## config.mk

```make
export PLATFORM = sky130hd
export DESIGN_NAME = tlb_maint_decoder
export DESIGN_NICKNAME = d
export VERILOG_FILES = /design/src/rtl/tlbm_pkg.sv /design/src/rtl/tlbm_rst_sync.sv /design/src/rtl/tlbm_addr_decode.sv /design/src/rtl/tlbm_field_extract.sv /design/src/rtl/tlbm_cmd_reg.sv /design/src/rtl/tlb_maint_decoder.sv
export SDC_FILE = /design/constraint.sdc
export NUM_CORES = 1
export LEC_CHECK = 0
export BUFFER_PORTS_ARGS = -buffer_cell sky130_fd_sc_hd__buf_2
export CORE_MARGIN = 2
export CORE_UTILIZATION = 39
export DETAILED_ROUTE_END_ITERATION = 12
export HOLD_SLACK_MARGIN = 0.08
export PLACE_DENSITY_LB_ADDON = 0.12
export SLEW_MARGIN = 10
export SYNTH_ARGS = -nofsm -noshare
export SYNTH_HDL_FRONTEND = slang
export SYNTH_SLANG_ARGS = --single-unit
```

## constraint.sdc

```tcl
create_clock -name clk -period 4.83 [get_ports clk]
set_input_delay 0.7245 -clock clk [delete_from_list [all_inputs] [get_ports clk]]
set_output_delay 0.7245 -clock clk [all_outputs]
set_load 0.03 [all_outputs]
```

## src/rtl/tlbm_pkg.sv

```systemverilog
package tlbm_pkg;

  typedef enum logic [1:0] {
    OP_ALL     = 2'd0,
    OP_VA_ASID = 2'd1,
    OP_ASID    = 2'd2,
    OP_VA_ANY  = 2'd3
  } tlbm_op_e;

  typedef enum logic [1:0] {
    VAR_UNI  = 2'd0,
    VAR_ISH  = 2'd1,
    VAR_INST = 2'd2,
    VAR_DATA = 2'd3
  } tlbm_var_e;

  localparam int unsigned NUM_PORTS = 2;
  localparam int unsigned PORT_I    = 0;
  localparam int unsigned PORT_D    = 1;
  localparam int unsigned NUM_OPS   = 4;
  localparam int unsigned NUM_VARS  = 4;
  localparam int unsigned SLOT_W    = $clog2(NUM_OPS * NUM_VARS);

  function automatic logic [NUM_PORTS-1:0] var_targets(tlbm_var_e v);
    logic [NUM_PORTS-1:0] t;
    t = '0;
    case (v)
      VAR_UNI, VAR_ISH: t = '1;
      VAR_INST:         t[PORT_I] = 1'b1;
      VAR_DATA:         t[PORT_D] = 1'b1;
      default:          t = '0;
    endcase
    return t;
  endfunction

  function automatic logic op_has_va(tlbm_op_e op);
    return (op == OP_VA_ASID) || (op == OP_VA_ANY);
  endfunction

  function automatic logic op_has_asid(tlbm_op_e op);
    return (op == OP_VA_ASID) || (op == OP_ASID);
  endfunction

endpackage

```

## src/rtl/tlbm_rst_sync.sv

```systemverilog
module tlbm_rst_sync (
  input  logic clk,
  input  logic rst_n_in,
  output logic rst_n_out
);

  logic [1:0] sync_q;
  logic [1:0] sync_d;

  always_comb begin
    sync_d = {sync_q[0], 1'b1};
  end

  always_ff @(posedge clk or negedge rst_n_in) begin
    if (!rst_n_in) begin
      sync_q <= 2'b00;
    end else begin
      sync_q <= sync_d;
    end
  end

  assign rst_n_out = sync_q[1];

endmodule

```

## src/rtl/tlbm_addr_decode.sv

```systemverilog
module tlbm_addr_decode
  import tlbm_pkg::*;
#(
  parameter int unsigned          ADDR_W     = 8,
  parameter logic [ADDR_W-1:0]    MAINT_BASE = 8'h40
) (
  input  logic                 wr_en,
  input  logic [ADDR_W-1:0]    wr_addr,
  output logic                 maint_sel,
  output logic                 hit,
  output tlbm_op_e             op,
  output logic [NUM_PORTS-1:0] targets
);

  localparam int unsigned HI_W = ADDR_W - SLOT_W;

  logic [ADDR_W-1:0] offset;
  logic              in_window;
  tlbm_var_e         variant;
  logic              slot_legal;

  always_comb begin
    offset    = wr_addr - MAINT_BASE;
    in_window = (offset[ADDR_W-1:SLOT_W] == {HI_W{1'b0}});
    op        = tlbm_op_e'(offset[SLOT_W-1:2]);
    variant   = tlbm_var_e'(offset[1:0]);
    // the page-any-ASID operation has no split-side variants
    slot_legal = !((op == OP_VA_ANY) &&
                   ((variant == VAR_INST) || (variant == VAR_DATA)));
    maint_sel = in_window && slot_legal;
    hit       = wr_en && maint_sel;
    targets   = hit ? var_targets(variant) : '0;
  end

endmodule

```

## src/rtl/tlbm_field_extract.sv

```systemverilog
module tlbm_field_extract
  import tlbm_pkg::*;
#(
  parameter int unsigned DATA_W = 32,
  parameter int unsigned VA_LSB = 12,
  parameter int unsigned ASID_W = 8,
  localparam int unsigned VA_W  = DATA_W - VA_LSB
) (
  input  logic [DATA_W-1:0] data,
  input  tlbm_op_e          op,
  output logic [VA_W-1:0]   va,
  output logic [ASID_W-1:0] asid
);

  logic unused_mid_bits;

  always_comb begin
    va   = op_has_va(op)   ? data[DATA_W-1:VA_LSB] : '0;
    asid = op_has_asid(op) ? data[ASID_W-1:0]      : '0;
  end

  assign unused_mid_bits = ^data;

endmodule

```

## src/rtl/tlbm_cmd_reg.sv

```systemverilog
module tlbm_cmd_reg
  import tlbm_pkg::*;
#(
  parameter int unsigned VA_W   = 20,
  parameter int unsigned ASID_W = 8
) (
  input  logic              clk,
  input  logic              rst_n,
  input  logic              fire,
  input  tlbm_op_e          op_in,
  input  logic [VA_W-1:0]   va_in,
  input  logic [ASID_W-1:0] asid_in,
  output logic              vld_q,
  output tlbm_op_e          op_q,
  output logic [VA_W-1:0]   va_q,
  output logic [ASID_W-1:0] asid_q
);

  logic              vld_d;
  logic              load_en;
  tlbm_op_e          op_d;
  logic [VA_W-1:0]   va_d;
  logic [ASID_W-1:0] asid_d;

  always_comb begin
    vld_d   = fire;
    load_en = fire;
    op_d    = op_in;
    va_d    = va_in;
    asid_d  = asid_in;
  end

  always_ff @(posedge clk or negedge rst_n) begin
    if (!rst_n) begin
      vld_q  <= 1'b0;
      op_q   <= OP_ALL;
      va_q   <= '0;
      asid_q <= '0;
    end else begin
      vld_q <= vld_d;
      if (load_en) begin
        op_q   <= op_d;
        va_q   <= va_d;
        asid_q <= asid_d;
      end
    end
  end

endmodule

```

## src/rtl/tlb_maint_decoder.sv

```systemverilog
module tlb_maint_decoder
  import tlbm_pkg::*;
#(
  parameter int unsigned       ADDR_W     = 8,
  parameter int unsigned       DATA_W     = 32,
  parameter int unsigned       VA_LSB     = 12,
  parameter int unsigned       ASID_W     = 8,
  parameter logic [ADDR_W-1:0] MAINT_BASE = 8'h40,
  localparam int unsigned      VA_W       = DATA_W - VA_LSB
) (
  input  logic              clk,
  input  logic              rst_n,
  input  logic              wr_en,
  input  logic [ADDR_W-1:0] wr_addr,
  input  logic [DATA_W-1:0] wr_data,
  output logic              rf_wr_en,
  output logic              itlb_vld,
  output logic [1:0]        itlb_op,
  output logic [VA_W-1:0]   itlb_va,
  output logic [ASID_W-1:0] itlb_asid,
  output logic              dtlb_vld,
  output logic [1:0]        dtlb_op,
  output logic [VA_W-1:0]   dtlb_va,
  output logic [ASID_W-1:0] dtlb_asid
);

  logic                 core_rst_n;
  logic                 maint_sel;
  logic                 hit;
  tlbm_op_e             dec_op;
  logic [NUM_PORTS-1:0] targets;
  logic [VA_W-1:0]      ext_va;
  logic [ASID_W-1:0]    ext_asid;

  logic [NUM_PORTS-1:0] port_vld;
  tlbm_op_e             port_op   [NUM_PORTS];
  logic [VA_W-1:0]      port_va   [NUM_PORTS];
  logic [ASID_W-1:0]    port_asid [NUM_PORTS];

  tlbm_rst_sync u_rst_sync (
    .clk       (clk),
    .rst_n_in  (rst_n),
    .rst_n_out (core_rst_n)
  );

  tlbm_addr_decode #(
    .ADDR_W     (ADDR_W),
    .MAINT_BASE (MAINT_BASE)
  ) u_decode (
    .wr_en     (wr_en),
    .wr_addr   (wr_addr),
    .maint_sel (maint_sel),
    .hit       (hit),
    .op        (dec_op),
    .targets   (targets)
  );

  tlbm_field_extract #(
    .DATA_W (DATA_W),
    .VA_LSB (VA_LSB),
    .ASID_W (ASID_W)
  ) u_extract (
    .data (wr_data),
    .op   (dec_op),
    .va   (ext_va),
    .asid (ext_asid)
  );

  generate
    for (genvar g = 0; g < NUM_PORTS; g++) begin : g_port
      tlbm_cmd_reg #(
        .VA_W   (VA_W),
        .ASID_W (ASID_W)
      ) u_cmd (
        .clk     (clk),
        .rst_n   (core_rst_n),
        .fire    (targets[g]),
        .op_in   (dec_op),
        .va_in   (ext_va),
        .asid_in (ext_asid),
        .vld_q   (port_vld[g]),
        .op_q    (port_op[g]),
        .va_q    (port_va[g]),
        .asid_q  (port_asid[g])
      );
    end
  endgenerate

  // maintenance writes never reach storage
  assign rf_wr_en  = wr_en && !maint_sel;

  assign itlb_vld  = port_vld[PORT_I];
  assign itlb_op   = port_op[PORT_I];
  assign itlb_va   = port_va[PORT_I];
  assign itlb_asid = port_asid[PORT_I];

  assign dtlb_vld  = port_vld[PORT_D];
  assign dtlb_op   = port_op[PORT_D];
  assign dtlb_va   = port_va[PORT_D];
  assign dtlb_asid = port_asid[PORT_D];

  logic unused_hit;
  assign unused_hit = hit;

endmodule

```

==> flow_summary.toml, run 1 <==
[critical_path]
crit_arrival_ns = 1.59
crit_top_cell = "buf_2"
r2r_cells = 1
cpPeakStageDelay_ns = 0.42
cp_cell_sequence = "buf_2 -> nor4b_4 -> a21boi_0 -> buf_2"
path_class = "primary input to output pin"
cp-end-kind = "output pin"
crit_family = "simple AND/OR/NAND/NOR gates"
crit_path_top_delay_cell = "nor4b_4"
path_buf_inv = 2
cp_max_fo = 3
worstReg2RegEnd = "g_port[1].u_cmd.asid_q[0]$_DFFE_PN0P_"
cp.required_ns = 4.11
r2r-start = "u_rst_sync.sync_q[1]$_DFF_PN0_"
crit_start = "wr_addr[5]"
ff2ff_setup_slack_ns = 3.64
setup.worst_path.start_class = "primary input"

[synthesis]
yosysMostFrequentCell = "dfrtp_1"
syn-num-nets = 219
avgSynthCellArea_um2 = 15.9
synthCells = 174
ys_seq_area_share_pct = 57.8
ys.flop_type = "dfrtp_1"
synth_top_cell_area_share_pct = 57.8
synth_area_mm2 = 0.00277
async_reset_ff_share_pct = 100
synth_top_cell_by_area = "dfrtp_1"
synth.area.top_cells = "dfrtp_1 58%, mux2_4 16%, mux2_2 12%, nor2b_1 6.3%, buf_6 2.4%"
ys_top_cells_by_count = "64 x dfrtp_1, 29 x mux2_2, 29 x mux2_4"
synth_edf_count = 0
yosys_warnings = 0
ys_ff_latch = 64
synthDistinctLibCells = 16

[finish]
fin_nets = 326
drive_above_1_share_pct = 62.7
final_cell_area_mm2 = 0.00351
finalNonFillerCells = 380
area_growth_pct = 26.6
diodes = 0
fillers = 611
fin_util_pct = 51.4

[pwr]
power.density_mw_per_mm2 = 416
p_int_mw = 0.982
p_comb_share_pct = 27.7
switchingPower_mw = 0.478
p_seq_share_pct = 45.3
ir_drop_v = 0.000195
total_leakage_power_nw = 1.99
pwr-share-clk_pct = 26.9
swShare_pct = 32.7

[global_routing]
grt_start_max_net_pins = 33
overflow = 0
grt_usage_pct = 15.0
grt_pass1_vias = 1687
grt_pass1_wl_mm = 8.58
antenna_found_initial = 0

[clock_network]
cts_sinks = 64
clkSlewWorstSetupHoldPaths_ns = 0.07
htree_levels = 3
post_cts_buffers = 0
cts-buffers-inserted = 9
ctsHoldBuffers = 0
cts_buffer_depth = 2
cts_tree = "yes"
root_buffer = "clkbuf_8"
clk_latency_ns = 0.33
cts_resized = 0

[routing]
drtIter0Drc = 34
drcViolationCount = 0
drt_wl_total_mm = 5.54
dr.pass1.iters = 4
vias_per_cell = 4.49
final_antenna_net_count = 0
vias = 1708
wl_per_cell_um = 14.6

[place]
placedCellCount = 366
postPlaceCellArea_mm2 = 0.00334
numPortBuffers = 101
dp_hpwl_mm = 3.77
gp_congestion = 0.687

[sta]
fin_hold_ws_ns = 0.162
maxSlewViolCount = 0
rsz0062_at_grt = "no"
worstMarginPinSlew_ns = 0.684
finalSetupViolations = 0
fin_skew_ns = 0.00610
fin_setup_tns_ns = 0
period_share_pct = 47.9
clock.fmax_ghz = 0.432
hold_viol = 0
min_period_ns = 2.32
maxSlewHeadroom_pct = 54.4

[floorplanning]
fp-row-count = 30
start_util_pct = 40.5
io_pins = 106
die_x_um = 88.3
core_mm2 = 0.00683
die_area_mm2 = 0.00779
die_h_um = 88.3

[min_path]
hp-class = "primary input to asynchronous set/reset pin"

[status]
outcome = "completed"

[job]
maxCapViolCount = 0
## cell type report
class	count	area (um2)	share of cell area, %
Inverter	4	15.0	0.428
Timing Repair Buffer	104	528	15.0
Sequential cell	64	1600	45.7
Clock buffer	13	159	4.53
Clock inverter	1	5.00	0.143
Multi-Input combinational cell	98	1080	30.7
Tap cell	96	120	3.42
## cells in the final DEF, fill, tap and decap left out, drive strengths merged, types with 2 or more instances in the layout
cell type / n
inv: 4
ha: 2
dfrtp: 64
buf: 104
nor2b: 28
nand2: 2
mux2: 60
clkbuf: 13
## routing by layer
layer / global-route usage (%) / up-vias / part of all wire [%]
met2: 23.5 / 56 / 48
met5: 0 / - / 0
li1: - / 801 / -
met1: 18.4 / 845 / 44
met3: 6.81 / 6 / 7.1
met4: 5.10 / 0 / 1.3
## logic make-up (layout without fill, tap and decap cells)
kind of cell / Yosys count / after routing / synth area share (%)
compound gates: 2 / 2 / 1.22
fa+ha+maj: 2 / 2 / 0.903
buf+inv: 12 / 122 / 3.25
flops: 64 / 64 / 57.8
mux: 60 / 60 / 28.3
other cells: 1 / 1 / 0.135
simple gates: 33 / 33 / 8.36
## power by group through the flow
| stage | Sequential, mW | Combinational (mW) | Clock (mW) |
|---|---|---|---|
| global placement | 0.672 | 0.407 | 0 |
| finish | 0.662 | 0.405 | 0.393 |
| CTS | 0.663 | 0.411 | 0.413 |
| floorplan | 0.837 | 0.117 | 0 |
| detailed placement | 0.671 | 0.411 | 0 |
| global route | 0.673 | 0.430 | 0.440 |
## state kept, by name (all words and copies together), names as in the netlist
name                 count
g_port.u_cmd.va_q       40
g_port.u_cmd.asid_q     16
g_port.u_cmd.op_q        4
g_port.u_cmd.vld_q       2
u_rst_sync.sync_q        2
## through the flow
step           worst slack, ns  power (mW)
6_report                  2.51        1.46
5_1_grt                   2.42        1.54
4_1_cts                   2.49        1.49
3_5_place_dp              2.20        1.08
3_3_place_gp              2.22        1.08
2_1_floorplan             2.34       0.954
## worst max path at each step
stage                                                 to  cells past startpoint  slack [ns]
detailed placement   g_port[1].u_cmd.va_q[5]$_DFFE_PN0P_                      5        2.20
CTS                                             rf_wr_en                      5        2.49
floorplan                                       rf_wr_en                      3        2.34
global route                                    rf_wr_en                      5        2.42
finish                                          rf_wr_en                      4        2.51
global placement    g_port[1].u_cmd.va_q[13]$_DFFE_PN0P_                      5        2.22
(Power assumes the default switching activity.)
==> run 2, diff against run 1 <==
==> constraint.sdc (replaced) <==
create_clock -name clk -period 2.2 [get_ports clk]
set_input_delay 0.33 -clock clk [delete_from_list [all_inputs] [get_ports clk]]
set_output_delay 0.33 -clock clk [all_outputs]
set_load 0.03 [all_outputs]
==> run 2 against run 1 <==
Against the previous run: non-clock buffer count rose by 5; core utilization grew 1.4 points; count of clock-buffer cells in the layout down 1; clock power up 140%; routed wire length increased by 2.2%; combinational power grew 120%; global-route usage increased by 0.41 points; total power increased by 130%; register-to-register slack worse by 2.5 ns; sequential power rose by 120%; largest cell class unchanged; clock skew decreased by 0.0017 ns; first-iteration DRC count is 5.9% lower.
==> flow_summary.toml, run 2 (same netlist as run 1, synthesis figures left out) <==
[routing]
vias = 1753
drcViolationCount = 0
final_antenna_net_count = 0
drt_wl_total_mm = 5.66
drtIter0Drc = 32
met2RoutedLength_mm = 2.77
dr.pass1.iters = 4
vias_per_cell = 4.53
wl_met3_um = 363
wl_per_cell_um = 14.6
dr.max_layer_used = "met4"
wirelength_met1_mm = 2.46

[pwr]
finalPower_mw = 3.30
switchingPower_mw = 1.08
pwr-share-clk_pct = 28.6
p_seq_share_pct = 44.0
ir_drop_v = 0.000513
swShare_pct = 32.6
power.density_mw_per_mm2 = 916
p_int_mw = 2.23
total_leakage_power_nw = 2.04
p_comb_share_pct = 27.4

[sta]
maxSlewViolCount = 0
min_period_ns = 1.56
finalSetupViolations = 0
fin_skew_ns = 0.00441
worstMarginPinSlew_ns = 0.534
clock.fmax_ghz = 0.640
fin_setup_tns_ns = 0
rsz0062_at_grt = "no"
maxSlewHeadroom_pct = 64.4
hold_viol = 0
period_share_pct = 71.0

[job]
maxCapViolCount = 0

[floorplanning]
io_pins = 106
start_util_pct = 40.5
core_mm2 = 0.00683
die_h_um = 88.3
die_x_um = 88.3
die_area_mm2 = 0.00779
fp-row-count = 30

[place]
gp_congestion = 0.806
numPortBuffers = 101
dp_hpwl_mm = 4.08
placedCellCount = 370

[finish]
finalNonFillerCells = 387
fillers = 624
drive_above_1_share_pct = 62.9
layout_common_cells = "101 x buf_2, 63 x dfrtp_1, 29 x mux2_2, 29 x mux2_4, 28 x nor2b_1"
regArea_mm2 = 0.00160
largest_reg_flops = 40
area_growth_pct = 30.0
fin_nets = 331
diodes = 0
layout_commonest_cell = "buf_2"
largestRegisters = "g_port.u_cmd.va_q (40), g_port.u_cmd.asid_q (16), g_port.u_cmd.op_q (4)"
multiInputGateArea_mm2 = 0.00108
top_register = "g_port.u_cmd.va_q"

[critical_path]
r2r_cells = 1
cp.required_ns = 2.42
cp-end-kind = "register"
crit_arrival_ns = 1.78
path_class = "primary input to register"
worstReg2RegEnd = "g_port[0].u_cmd.va_q[4]$_DFFE_PN0P_"
ff2ff_setup_slack_ns = 1.19
setup.worst_path.start_class = "primary input"
r2r-start = "u_rst_sync.sync_q[1]$_DFF_PN0_"
cp_max_fo = 14

[global_routing]
grt_pass1_wl_mm = 8.86
grt_start_max_net_pins = 29
antenna_found_initial = 0
grt_usage_pct = 15.4
overflow = 0
grt_pass1_vias = 1739

[clock_network]
cts_buffer_depth = 2
cts_resized = 0
clkSlewWorstSetupHoldPaths_ns = 0.07
clk_latency_ns = 0.33
htree_levels = 3
cts_tree = "yes"
cts-buffers-inserted = 9
root_buffer = "clkbuf_8"
cts_sinks = 64

[min_path]
hp-class = "register to asynchronous set/reset pin"

[status]
outcome = "completed"
==> run 2: routing by layer <==
metal / global-route usage, % / up-vias
li1: - / 821
met1: 19.2 / 867
met2: 24.3 / 58
met3: 6.25 / 7
met4: 5.23 / 0
met5: 0 / -
==> run 2: layout make-up <==
class	count	share of cell area (%)
Multi-Input combinational cell	98	29.9
Clock buffer	12	3.75
Tap cell	96	3.33
Timing Repair Buffer	109	16.8
Clock inverter	4	1.25
Sequential cell	64	44.5
Inverter	4	0.417
==> run 2: worst max path at each step <==
| stage | startpoint | endpoint | slack [ns] | cells past startpoint |
|---|---|---|---|---|
| 4_1_cts | wr_addr[5] | g_port[1].u_cmd.asid_q[3]$_DFFE_PN0P_ | 0.64 | 5 |
| 2_1_floorplan | u_rst_sync.sync_q[1]$_DFF_PN0_ | g_port[0].u_cmd.asid_q[0]$_DFFE_PN0P_ | 0.29 | 0 |
| 5_1_grt | wr_addr[2] | rf_wr_en | 0.56 | 5 |
| 3_3_place_gp | wr_addr[5] | g_port[1].u_cmd.va_q[13]$_DFFE_PN0P_ | 0.30 | 5 |
| 3_5_place_dp | wr_addr[5] | g_port[1].u_cmd.asid_q[2]$_DFFE_PN0P_ | 0.28 | 5 |
| 6_report | wr_addr[5] | g_port[1].u_cmd.asid_q[3]$_DFFE_PN0P_ | 0.64 | 5 |
==> run 2: per-stage QoR <==
stage               setup slack [ns]  hold slack, ns  utilization (%)  instance area (um2)
floorplan                      0.286          0.0344                -                 2770
global placement               0.297           0.116             49.9                 3410
detailed placement             0.276           0.118             49.9                 3410
CTS                            0.638           0.260             52.7                 3600
global route                   0.562           0.270             52.7                 3600
finish                         0.638           0.250             52.7                 3600
==> run 2: repair_timing <==
| action | in CTS | in global routing |
|---|---|---|
| hold buffers | 1 | 0 |
| setup buffers | 0 | 0 |
| hold endpoints to repair | 2 | 0 |
==> run 2: power groups by stage <==
stage / Combinational, mW / Sequential, mW / Clock (mW)
global placement: 0.904 / 1.47 / 0
floorplan: 0.258 / 1.84 / 0
finish: 0.903 / 1.45 / 0.945
global route: 0.957 / 1.48 / 1.05
CTS: 0.916 / 1.46 / 0.981
detailed placement: 0.914 / 1.47 / 0
==> run 2: worst max-delay path, stage by stage <==
cell       delay (ns)
buf_2            0.11
nor4b_4          0.43
o2111ai_4        0.34
buf_12           0.27
mux2_4           0.30
